--- src/rtl/sdram_guard_pkg.sv ---
package sdram_guard_pkg;
  localparam int NUM_BANKS = 4;
  localparam int BANK_W    = 2;

  typedef enum logic [3:0] {
    CMD_NOP     = 4'd0,
    CMD_DESEL   = 4'd1,
    CMD_MRS     = 4'd2,
    CMD_REF     = 4'd3,
    CMD_ACT     = 4'd4,
    CMD_RD      = 4'd5,
    CMD_WR      = 4'd6,
    CMD_BST     = 4'd7,
    CMD_PRE     = 4'd8,
    CMD_SR_IN   = 4'd9,
    CMD_SR_OUT  = 4'd10,
    CMD_CKE_LOW = 4'd11
  } cmd_e;

  typedef enum logic [2:0] {
    ERR_NONE        = 3'd0,
    ERR_NOT_IDLE    = 3'd1,
    ERR_MRS_QUIET   = 3'd2,
    ERR_AP_LOCK     = 3'd3,
    ERR_BANK_CLOSED = 3'd4,
    ERR_BANK_OPEN   = 3'd5,
    ERR_TRP         = 3'd6
  } err_e;
endpackage

--- src/rtl/sdram_cmd_decode.sv ---
module sdram_cmd_decode
  import sdram_guard_pkg::*;
(
  input  logic clk,
  input  logic rst,
  input  logic cke,
  input  logic cs_n,
  input  logic ras_n,
  input  logic cas_n,
  input  logic we_n,
  output cmd_e cmd
);
  logic       cke_q;
  logic       sref_q;
  logic [2:0] strobes;

  assign strobes = {ras_n, cas_n, we_n};

  always_comb begin
    if (sref_q) begin
      cmd = cke ? CMD_SR_OUT : CMD_CKE_LOW;
    end else if (!cke_q) begin
      cmd = CMD_CKE_LOW;
    end else if (!cke) begin
      cmd = (!cs_n && strobes == 3'b001) ? CMD_SR_IN : CMD_CKE_LOW;
    end else if (cs_n) begin
      cmd = CMD_DESEL;
    end else begin
      case (strobes)
        3'b000:  cmd = CMD_MRS;
        3'b001:  cmd = CMD_REF;
        3'b011:  cmd = CMD_ACT;
        3'b101:  cmd = CMD_RD;
        3'b100:  cmd = CMD_WR;
        3'b110:  cmd = CMD_BST;
        3'b010:  cmd = CMD_PRE;
        default: cmd = CMD_NOP;
      endcase
    end
  end

  always_ff @(posedge clk) begin
    if (rst) begin
      cke_q  <= 1'b1;
      sref_q <= 1'b0;
    end else begin
      cke_q <= cke;
      if (cmd == CMD_SR_IN)       sref_q <= 1'b1;
      else if (cmd == CMD_SR_OUT) sref_q <= 1'b0;
    end
  end


  sref_exit_chk: assert property (@(posedge clk) disable iff (rst)
    (sref_q && cke) |=> !sref_q);
endmodule

--- src/rtl/sdram_bank_state.sv ---
module sdram_bank_state #(
  parameter int TRP = 3
) (
  input  logic clk,
  input  logic rst,
  input  logic set_open,
  input  logic close,
  output logic open_q,
  output logic trp_busy
);
  localparam int TRP_W = (TRP > 1) ? $clog2(TRP + 1) : 1;

  logic [TRP_W-1:0] trp_q;

  assign trp_busy = (trp_q != '0);

  always_ff @(posedge clk) begin
    if (rst) begin
      open_q <= 1'b0;
      trp_q  <= '0;
    end else if (close) begin
      open_q <= 1'b0;
      trp_q  <= TRP_W'(TRP - 1);
    end else begin
      if (set_open) open_q <= 1'b1;
      if (trp_busy) trp_q <= trp_q - TRP_W'(1);
    end
  end


  trp_open_chk: assert property (@(posedge clk) disable iff (rst)
    !(open_q && trp_busy));
endmodule

--- src/rtl/sdram_burst_track.sv ---
module sdram_burst_track
  import sdram_guard_pkg::*;
#(
  parameter int BL = 4
) (
  input  logic              clk,
  input  logic              rst,
  input  logic              start,
  input  logic              start_ap,
  input  logic              start_wr,
  input  logic [BANK_W-1:0] start_bank,
  input  logic              stop,
  output logic              busy,
  output logic              wr_beat,
  output logic [NUM_BANKS-1:0] close_vec
);
  localparam int REM_W = (BL > 1) ? $clog2(BL) : 1;

  logic [REM_W-1:0]  rem_q;
  logic              ap_q;
  logic              wr_q;
  logic [BANK_W-1:0] bank_q;

  assign busy    = (rem_q != '0);
  assign wr_beat = start ? start_wr : (busy && wr_q && !stop);

  always_comb begin
    close_vec = '0;
    if (start) begin
      if (start_ap && BL == 1) close_vec = NUM_BANKS'(1) << start_bank;
    end else if (busy && ap_q && (stop || rem_q == REM_W'(1))) begin
      close_vec = NUM_BANKS'(1) << bank_q;
    end
  end

  always_ff @(posedge clk) begin
    if (rst) begin
      rem_q  <= '0;
      ap_q   <= 1'b0;
      wr_q   <= 1'b0;
      bank_q <= '0;
    end else if (start) begin
      rem_q  <= REM_W'(BL - 1);
      ap_q   <= (BL > 1) ? start_ap : 1'b0;
      wr_q   <= start_wr;
      bank_q <= start_bank;
    end else if (stop) begin
      rem_q <= '0;
      ap_q  <= 1'b0;
    end else if (busy) begin
      rem_q <= rem_q - REM_W'(1);
      if (rem_q == REM_W'(1)) ap_q <= 1'b0;
    end
  end


  burst_ap_chk: assert property (@(posedge clk) disable iff (rst)
    !busy |-> !ap_q);
endmodule

--- src/rtl/sdram_dqm_pipe.sv ---
module sdram_dqm_pipe #(
  parameter int RD_LAT = 2
) (
  input  logic clk,
  input  logic rst,
  input  logic dqm,
  output logic rd_oe
);
  logic [RD_LAT-1:0] mask_sh;

  generate
    for (genvar s = 0; s < RD_LAT; s++) begin : g_stage
      always_ff @(posedge clk) begin
        if (rst)        mask_sh[s] <= 1'b0;
        else if (s == 0) mask_sh[s] <= dqm;
        else            mask_sh[s] <= mask_sh[(s == 0) ? 0 : s - 1];
      end
    end
  endgenerate

  assign rd_oe = ~mask_sh[RD_LAT-1];
endmodule

--- src/rtl/sdram_cmd_guard.sv ---
module sdram_cmd_guard
  import sdram_guard_pkg::*;
#(
  parameter int BL     = 4,
  parameter int TRP    = 3,
  parameter int COL_W  = 8,
  parameter int RD_LAT = 2
) (
  input  logic             clk,
  input  logic             rst,
  input  logic             cke,
  input  logic             cs_n,
  input  logic             ras_n,
  input  logic             cas_n,
  input  logic             we_n,
  input  logic             ap,
  input  logic [1:0]       ba,
  input  logic [COL_W-1:0] col,
  input  logic             dqm,
  output logic [3:0]       cmd_code,
  output logic [1:0]       cmd_bank,
  output logic [COL_W-1:0] cmd_col,
  output logic             cmd_ap,
  output logic             err_pulse,
  output logic [2:0]       err_code,
  output logic [3:0]       bank_open,
  output logic             burst_busy,
  output logic             wr_keep,
  output logic             rd_oe
);
  localparam int NB = NUM_BANKS;

  cmd_e          cmd;
  err_e          err;
  logic          accept;
  logic          idle_cmd;
  logic [NB-1:0] open_vec;
  logic [NB-1:0] trp_vec;
  logic [NB-1:0] set_vec;
  logic [NB-1:0] pre_vec;
  logic [NB-1:0] burst_close;
  logic [NB-1:0] close_vec;
  logic [NB-1:0] sel_vec;
  logic [1:0]    quiet_q;
  logic          ap_lock;
  logic          busy;
  logic          wr_beat;
  logic          burst_start;
  logic          burst_stop;
  logic          ap_busy_q;

  sdram_cmd_decode u_decode (
    .clk   (clk),
    .rst   (rst),
    .cke   (cke),
    .cs_n  (cs_n),
    .ras_n (ras_n),
    .cas_n (cas_n),
    .we_n  (we_n),
    .cmd   (cmd)
  );

  assign sel_vec  = NB'(1) << ba;
  assign idle_cmd = (cmd == CMD_NOP) || (cmd == CMD_DESEL) ||
                    (cmd == CMD_CKE_LOW) || (cmd == CMD_SR_OUT);
  assign ap_lock  = busy && ap_busy_q;

  always_comb begin
    err = ERR_NONE;
    if (quiet_q != 2'd0 && !idle_cmd) begin
      err = ERR_MRS_QUIET;
    end else begin
      case (cmd)
        CMD_MRS, CMD_REF, CMD_SR_IN: begin
          if (|open_vec) err = ERR_NOT_IDLE;
        end
        CMD_ACT: begin
          if (open_vec[ba])     err = ERR_BANK_OPEN;
          else if (trp_vec[ba]) err = ERR_TRP;
        end
        CMD_RD, CMD_WR: begin
          if (ap_lock)           err = ERR_AP_LOCK;
          else if (!open_vec[ba]) err = ERR_BANK_CLOSED;
        end
        default: err = ERR_NONE;
      endcase
    end
  end

  assign accept      = (err == ERR_NONE);
  assign set_vec     = (accept && cmd == CMD_ACT) ? sel_vec : '0;
  assign pre_vec     = (accept && cmd == CMD_PRE) ? (ap ? open_vec : (sel_vec & open_vec)) : '0;
  assign close_vec   = pre_vec | burst_close;
  assign burst_start = accept && (cmd == CMD_RD || cmd == CMD_WR);
  assign burst_stop  = accept && (cmd == CMD_BST);

  generate
    for (genvar i = 0; i < NB; i++) begin : g_bank
      sdram_bank_state #(.TRP(TRP)) u_bank (
        .clk      (clk),
        .rst      (rst),
        .set_open (set_vec[i]),
        .close    (close_vec[i]),
        .open_q   (open_vec[i]),
        .trp_busy (trp_vec[i])
      );
    end
  endgenerate

  sdram_burst_track #(.BL(BL)) u_burst (
    .clk        (clk),
    .rst        (rst),
    .start      (burst_start),
    .start_ap   (ap),
    .start_wr   (cmd == CMD_WR),
    .start_bank (ba),
    .stop       (burst_stop),
    .busy       (busy),
    .wr_beat    (wr_beat),
    .close_vec  (burst_close)
  );

  sdram_dqm_pipe #(.RD_LAT(RD_LAT)) u_dqm (
    .clk   (clk),
    .rst   (rst),
    .dqm   (dqm),
    .rd_oe (rd_oe)
  );

  // lockout flag kept beside the burst record: set by an accepted
  // auto-precharge start, dropped at a stop or when beats run out
  always_ff @(posedge clk) begin
    if (rst) begin
      ap_busy_q <= 1'b0;
    end else if (burst_start) begin
      ap_busy_q <= ap && (BL > 1);
    end else if (burst_stop || |burst_close) begin
      ap_busy_q <= 1'b0;
    end
  end

  always_ff @(posedge clk) begin
    if (rst) begin
      quiet_q <= 2'd0;
    end else if (accept && cmd == CMD_MRS) begin
      quiet_q <= 2'd2;
    end else if (quiet_q != 2'd0) begin
      quiet_q <= quiet_q - 2'd1;
    end
  end

  always_ff @(posedge clk) begin
    if (rst) begin
      cmd_code  <= CMD_NOP;
      cmd_bank  <= '0;
      cmd_col   <= '0;
      cmd_ap    <= 1'b0;
      err_pulse <= 1'b0;
      err_code  <= ERR_NONE;
      wr_keep   <= 1'b0;
    end else begin
      cmd_code  <= cmd;
      cmd_bank  <= ba;
      cmd_col   <= col;
      cmd_ap    <= ap;
      err_pulse <= !accept;
      err_code  <= err;
      wr_keep   <= wr_beat && !dqm;
    end
  end

  assign bank_open  = open_vec;
  assign burst_busy = busy;


  quiet_chk: assert property (@(posedge clk) disable iff (rst)
    (cmd_code == CMD_MRS && !err_pulse) |=>
      (cmd_code == CMD_NOP || cmd_code == CMD_DESEL || cmd_code == CMD_CKE_LOW ||
       cmd_code == CMD_SR_OUT || (err_pulse && err_code == ERR_MRS_QUIET)));


  sref_idle_chk: assert property (@(posedge clk) disable iff (rst)
    (cmd_code == CMD_SR_IN && !err_pulse) |-> (bank_open == '0));


  closed_chk: assert property (@(posedge clk) disable iff (rst)
    (err_pulse && err_code == ERR_BANK_CLOSED) |-> !$past(open_vec[ba]));
endmodule

--- config.mk ---
export PLATFORM = sky130hd
export DESIGN_NAME = sdram_cmd_guard
export DESIGN_NICKNAME = d
export VERILOG_FILES = /design/src/rtl/sdram_guard_pkg.sv /design/src/rtl/sdram_cmd_decode.sv /design/src/rtl/sdram_bank_state.sv /design/src/rtl/sdram_burst_track.sv /design/src/rtl/sdram_dqm_pipe.sv /design/src/rtl/sdram_cmd_guard.sv
export SDC_FILE = /design/constraint.sdc
export NUM_CORES = 1
export LEC_CHECK = 0
export BUFFER_PORTS_ARGS = -buffer_cell sky130_fd_sc_hd__buf_2
export CORE_MARGIN = 2
export CORE_UTILIZATION = 58
export DETAILED_ROUTE_END_ITERATION = 12
export GPL_ROUTABILITY_DRIVEN = 0
export PLACE_DENSITY = 0.95
export SYNTH_ARGS = -nofsm -noshare
export SYNTH_HDL_FRONTEND = slang
export SYNTH_SLANG_ARGS = --single-unit
--- constraint.sdc ---
create_clock -name clk -period 4.6 [get_ports clk]
set_input_delay 0 -clock clk [delete_from_list [all_inputs] [get_ports clk]]
set_output_delay 0 -clock clk [all_outputs]
set_load 0.01 [all_outputs]
* Word-level counts from Yosys, hierarchy flattened *
Index checks and enable logic that the tools add are counted.

operators by class
  $add $sub $neg = 6
  $lt $le $gt $ge = 1
  equal/unequal tests = 18
  shift operators = 2
  mux-type cells = 45
  bitwise gates (word level) = 3
  reduce and logical (&&, ||, !) cells = 52

operator list
  cell                                                                 number
  4-bit 2-to-1 mux                                                     9
  2-bit 2-to-1 mux                                                     14
  4-bit one-hot mux with 7 select lines                                1
  2-bit nonzero test                                                   13
  4-bit by 3-bit == test with 1-bit output (second input constant)     4
  4-bit == test (second input constant)                                4
  3-bit 2-to-1 mux                                                     5
  1-bit logical AND                                                    13
  1-bit 2-to-1 mux                                                     13
  2-bit OR reduction                                                   6
  2-bit by 1-bit subtractor with 2-bit output (second input constant)  6
  3-bit == test (second input constant)                                3
  3-bit one-hot mux with 3 select lines                                1
  4-bit by 2-bit == test with 1-bit output (second input constant)     2
  4-bit OR reduction                                                   2
  1-bit by 2-bit << shifter with 4-bit output (first input constant)   2
  3-bit by 2-bit == test with 1-bit output (second input constant)     2
  3-bit logical NOT                                                    2
  1-bit logical OR                                                     6
  3-bit nonzero test                                                   2
  1-bit logical NOT                                                    5
  4-bit AND                                                            1
  1-bit binary-select mux with 2-bit select                            2
  4-bit by 1-bit == test with 1-bit output (second input constant)     1
  other kinds (8)                                                      8

storage, ports and cells
  bits in registers = 45
  input port bits = 19
  output and inout port bits = 26
  word-level logic and storage cells = 157

* Depth between registers and ports, before layout *
  depth in word-level cells = 23
  depth in mapped cells = 9
  gate-level depth less buffers = 8

* By module *
Synthesis repeated with hierarchy kept, for this count alone.

second synthesis, totals
  cells, all modules = 213
  area total of the unflattened synthesis = 2028.2 um^2

by module, submodules not included
  module             instances  cells each  area an instance (um^2)  sequential area each (um^2)
  sdram_cmd_guard    1          110         1056.0                   460.4
  sdram_bank_state   4          9           98.8                     60.1
  sdram_burst_track  1          39          344.1                    120.1
  sdram_cmd_decode   1          23          176.4                    40.0
  sdram_dqm_pipe     1          5           56.3                     40.0

* Worst setup path after synthesis *
Ideal clock, no wire load.

  path kind = register to register
  start point = register u_decode.sref_q
  end point = register g_bank[1].u_bank.trp_q[1]
  library setup time = 0.058 ns
  data arrival time = 2.246 ns
  required time = 4.542 ns
  path slack = 2.295 ns
  cell stages (with the launch flop) = 8
  path buffers = 0
  period minus slack after synthesis = 2.305 ns
  path through = dfxtp_1 -> and2b_1 -> o21ai_1 -> o22ai_1 -> a2111oi_4 -> o211ai_1 -> a2111oi_2 -> o21a_1

on the way
  longest elaborated chain between the ends = 16
  elaborated cells on any way between the ends = 35
  classes of those cells = 11 x eq/ne; 7 x mux; 1 x bitwise; 16 x reduce/logical

RTL lines
  element                                                                            RTL line                source
  start, declared                                                                    sdram_cmd_decode.sv:14  logic sref_q;
  start signal, assigned                                                             sdram_cmd_decode.sv:45  sref_q <= 1'b0;
  start signal, assigned                                                             sdram_cmd_decode.sv:48  if (cmd == CMD_SR_IN) sref_q <= 1'b1;
  start signal, assigned                                                             sdram_cmd_decode.sv:49  else if (cmd == CMD_SR_OUT) sref_q <= 1'b0;
  4-bit 2-to-1 mux *                                                                 sdram_cmd_decode.sv:20  if (sref_q) begin
  branches (longest 13 deep; another with 4-bit by 2-bit == test with 1-bit output)  -
  4-bit bitwise OR *                                                                 sdram_cmd_guard.sv:93   assign close_vec = pre_vec | burst_close;
  2-bit 2-to-1 mux / 2-bit nonzero test (equally long branches)                      -
  end signal, assigned                                                               sdram_bank_state.sv:23  trp_q <= TRP_W'(TRP - 1);
  end signal, assigned                                                               sdram_bank_state.sv:26  if (trp_busy) trp_q <= trp_q - TRP_W'(1);
  end, declared                                                                      sdram_bank_state.sv:13  logic [TRP_W-1:0] trp_q;

Mark *: on every way between the ends.
A chain may end at the register's enable or synchronous reset.

* Worst setup path in the final report *
  start point = register u_decode.sref_q
  end point = register g_bank[3].u_bank.trp_q[0]

on the way
  longest elaborated chain between the ends = 16
  elaborated cells on any way between the ends = 34
  classes of those cells = 11 x eq/ne; 6 x mux; 1 x bitwise; 16 x reduce/logical

RTL lines
  element                                                                            RTL line
  4-bit 2-to-1 mux *                                                                 sdram_cmd_decode.sv:20
  branches (longest 13 deep; another with 4-bit by 2-bit == test with 1-bit output)  -
  4-bit bitwise OR *                                                                 sdram_cmd_guard.sv:93
  2-bit OR reduction (no line) *                                                     -
  end signal, assigned                                                               sdram_bank_state.sv:23
  end signal, assigned                                                               sdram_bank_state.sv:26
  end, declared                                                                      sdram_bank_state.sv:13

Marked as above.

==> results by group <==
Placement
  – Worst slack, placed: 1.76 ns
  – Placed cell count: 315
  – Buffers on Ports: 44
  – Placed wire-length estimate: 3520 µm
  – Placed inst area: 2440 µm²

Logic synthesis
  – Synth cell count leaders: 45 x dfxtp_1, 19 x nor2_1, 15 x nor2b_1, 11 x inv_1, 11 x nand2b_1
  – Top cells by area, synth: dfxtp_1 40%, nor2b_1 4.2%, nor2_1 3.2%
  – Count leader, synth: dfxtp_1
  – Mapped Cells: 236
  – Synth Warn #: 0
  – Register bit total from synthesis: 45
  – Ys flop type: dfxtp_1
  – Synth async-reset ratio: 0%
  – Synth cell types: 62
  – Post-synth EDFFs: 0
  – Cell taking the most area after synthesis: dfxtp_1
  – Syn Std Cell Area: 2250 µm²
  – Seq/Total Area, Yosys: 40.1%
  – Syn_nets: 257
  – Yosys top cell area share: 40.1%
  – Post-Syn Area per Cell: 9.52 µm²

Critical path
  – Worst-path maximum fanout: 8
  – Worst path max stage delay: 0.55 ns
  – Reg-to-reg startpoint: u_decode.sref_q$_SDFFE_PP0P_
  – Arrival time worst endpoint: 3.13 ns
  – Cell at the slowest stage of the critical path: a2111oi_2
  – CP Class: reg -> reg
  – Flop-to-flop setup slack: 1.64 ns
  – CP endpoint kind: flip-flop
  – Worst Path Buf+Inv: 0
  – Top delay family on crit path: compound AO/OA/AOI/OAI gates
  – Stages on worst setup path: 7
  – Critical Path Source: u_decode.sref_q$_SDFFE_PP0P_
  – Required time worst endpoint: 4.76 ns
  – CP Cell Sequence: and2b_1 -> o21ai_1 -> o22ai_1 -> a2111oi_4 -> o211ai_1 -> a2111oi_2 -> nor4_1
  – CP Launch Type: flip-flop
  – R2r worst-path depth: 7

Timing
  – Fmax: 337 MHz
  – Setup_tns: 0 ns
  – Endpoints failing setup: 0
  – Minimum clock period: 2.96 ns
  – Slew HR: 50.8%
  – Final WS setup: 1.64 ns
  – Worst-Margin Slew: 0.733 ns
  – RSZ-0062 raised after global routing: no
  – Hold WS: 0.0241 ns
  – Skew final: 0.00293 ns
  – Final Max Tran Viols: 0
  – Final Hold Fails: 0
  – Final worst path period share: 64.5%

Detailed routing
  – Total iterations of the first detailed-routing run: 4
  – Total number of vias: 2,036
  – Drt initial violations: 154
  – WL final: 5210 µm
  – Detail Route Antenna Nets: 0
  – WL/cell: 15.6 µm
  – Vias per cell: 6.11
  – Post-route DRC: 0

Global routing
  – Total GRT Usage: 25.7%
  – Vias in the first global route: 1,797
  – Largest net degree at the start of global routing: 42
  – First-pass GRT wire length: 8600 µm
  – Antenna violations before repair: 0
  – Grt total ovfl: 0

Power and ir drop
  – Worst vdd ir: 0.154 mV
  – NetSw: 270 µW
  – PD cells: 330 nW/µm²
  – Leak pwr: 1.05 nW
  – Final Power: 869 µW
  – Combinational share of power: 21.9%
  – Clock network power share: 29.8%
  – Pint: 599 µW
  – Flop pwr share: 48.4%
  – Sw frac: 31.1%

Final layout
  – Final Util: 71.3%
  – Multi-input logic area: 1210 µm²
  – # diodes: 0
  – Final cell area excluding filler cells: 2630 µm²
  – Non-Filler Instances: 333
  – Fillers: 280
  – Nets: 305
  – Area grow syn2layout: 17.1%
  – Layout cells sized above 1: 26.0%
  – Storage element area: 901 µm²

Die
  – Die H: 66.2 µm
  – Core area: 3690 µm²
  – Die area: 4390 µm²
  – Starting Density: 60.9%
  – Placement Rows: 22
  – I/O pin cnt: 45
  – Die X: 66.2 µm

Clocking
  – Bufs on Longest Clock Path: 2
  – Worst-skew pair later-pin latency: 0.31 ns
  – Clock transition at path regs: 0.09 ns
  – CTS tree: done
  – H-tree levels: 2
  – Total CTS buffers: 5
  – Clock Sinks: 45
  – Root Buffer: clkbuf_8

Run
  – Maxcap violations: 0

Hold path
  – Critical hold path startpoint: ap
  – Hold path depth: 2
  – Hold Path Class: in -> reg

Outcome
  – Run status: finished clean
[cell usage in the layout (no fill, tap or decap), types with 3 or more instances in the layout]
master	instances
a2111oi_2	4
a211oi_1	5
a21o_1	7
a21oi_1	10
buf_2	44
clkbuf_8	5
dfxtp_1	45
dlygate4sd3_1	10
inv_1	11
nand2_1	4
nand2b_1	11
nand3_1	5
nand3b_1	3
nor2_1	19
nor2b_1	15
nor3b_1	5
nor4_1	6
o211ai_1	4
o21a_1	6
o21ai_0	10
[worst reg2reg max path, stage by stage (launching register included)]
cell       delay (ns)
dfxtp_1          0.43
and2b_1          0.31
o21ai_1          0.34
o22ai_1          0.26
a2111oi_4        0.49
o211ai_1         0.34
a2111oi_2        0.55
nor4_1           0.11
[routing by layer]
metal | wire length, µm | GRT usage (%)
met1 | 2170 | 34.8
met2 | 2510 | 38.9
met3 | 411 | 5.62
met4 | 118 | 11.5
met5 | 0 | 0
[path summary, 6_finish.rpt]
path	endpoint
worst max-delay path	g_bank[3].u_bank.trp_q[0]$_SDFFE_PP0N_
worst max register to register	g_bank[3].u_bank.trp_q[0]$_SDFFE_PP0N_
worst min register to register	quiet_q[0]$_SDFFE_PP0P_
worst min-delay path	cmd_ap$_SDFF_PP0_
[what timing repair did]
item                                   in CTS  in global routing
resized for setup                           0                  0
setup buffers                               0                  0
endpoints found under the hold margin      11                  0
hold buffers                               10                  0
[power by group through the flow]
stage / combinational [mW] / sequential, mW / clock, mW
floorplan: 0.127 / 0.432 / 0
global placement: 0.172 / 0.428 / 0
detailed placement: 0.175 / 0.430 / 0
CTS: 0.184 / 0.420 / 0.259
global route: 0.211 / 0.423 / 0.279
finish: 0.190 / 0.420 / 0.259
[kinds of logic (layout without fill, tap and decap cells)]
family,after synthesis,after routing,share of synthesized area (%)
flops,45,45,40.1
mux,1,1,1.00
simple gates,92,92,24.4
xor+xnor,1,1,0.390
compound gates,71,71,27.2
fa+ha+maj,2,2,1.11
buf+inv,24,73,5.85
[state kept, by name, indices dropped and copies added (netlist names)]
| signal | count |
|---|---|
| u_burst.wr_q | 1 |
| wr_keep | 1 |
| err_pulse | 1 |
| err_code | 3 |
| g_bank.u_bank.open_q | 4 |
| u_decode.cke_q | 1 |
| u_burst.rem_q | 2 |
| u_decode.sref_q | 1 |
| quiet_q | 2 |
| u_dqm.mask_sh | 2 |
| ap_busy_q | 1 |
| cmd_ap | 1 |
| u_burst.bank_q | 2 |
| g_bank.u_bank.trp_q | 8 |
| cmd_code | 4 |
| cmd_col | 8 |
| u_burst.ap_q | 1 |
| cmd_bank | 2 |
[area by class of cell]
cell class	instances	area share, %
clock buffers	5	2.62
clock inverters	3	0.951
inverters	11	1.57
multi-input cells	167	46.2
flip-flops and latches	45	34.2
well taps	48	2.28
repair buffers	54	12.2
Note: power is estimated with default switching activity, not from simulation.
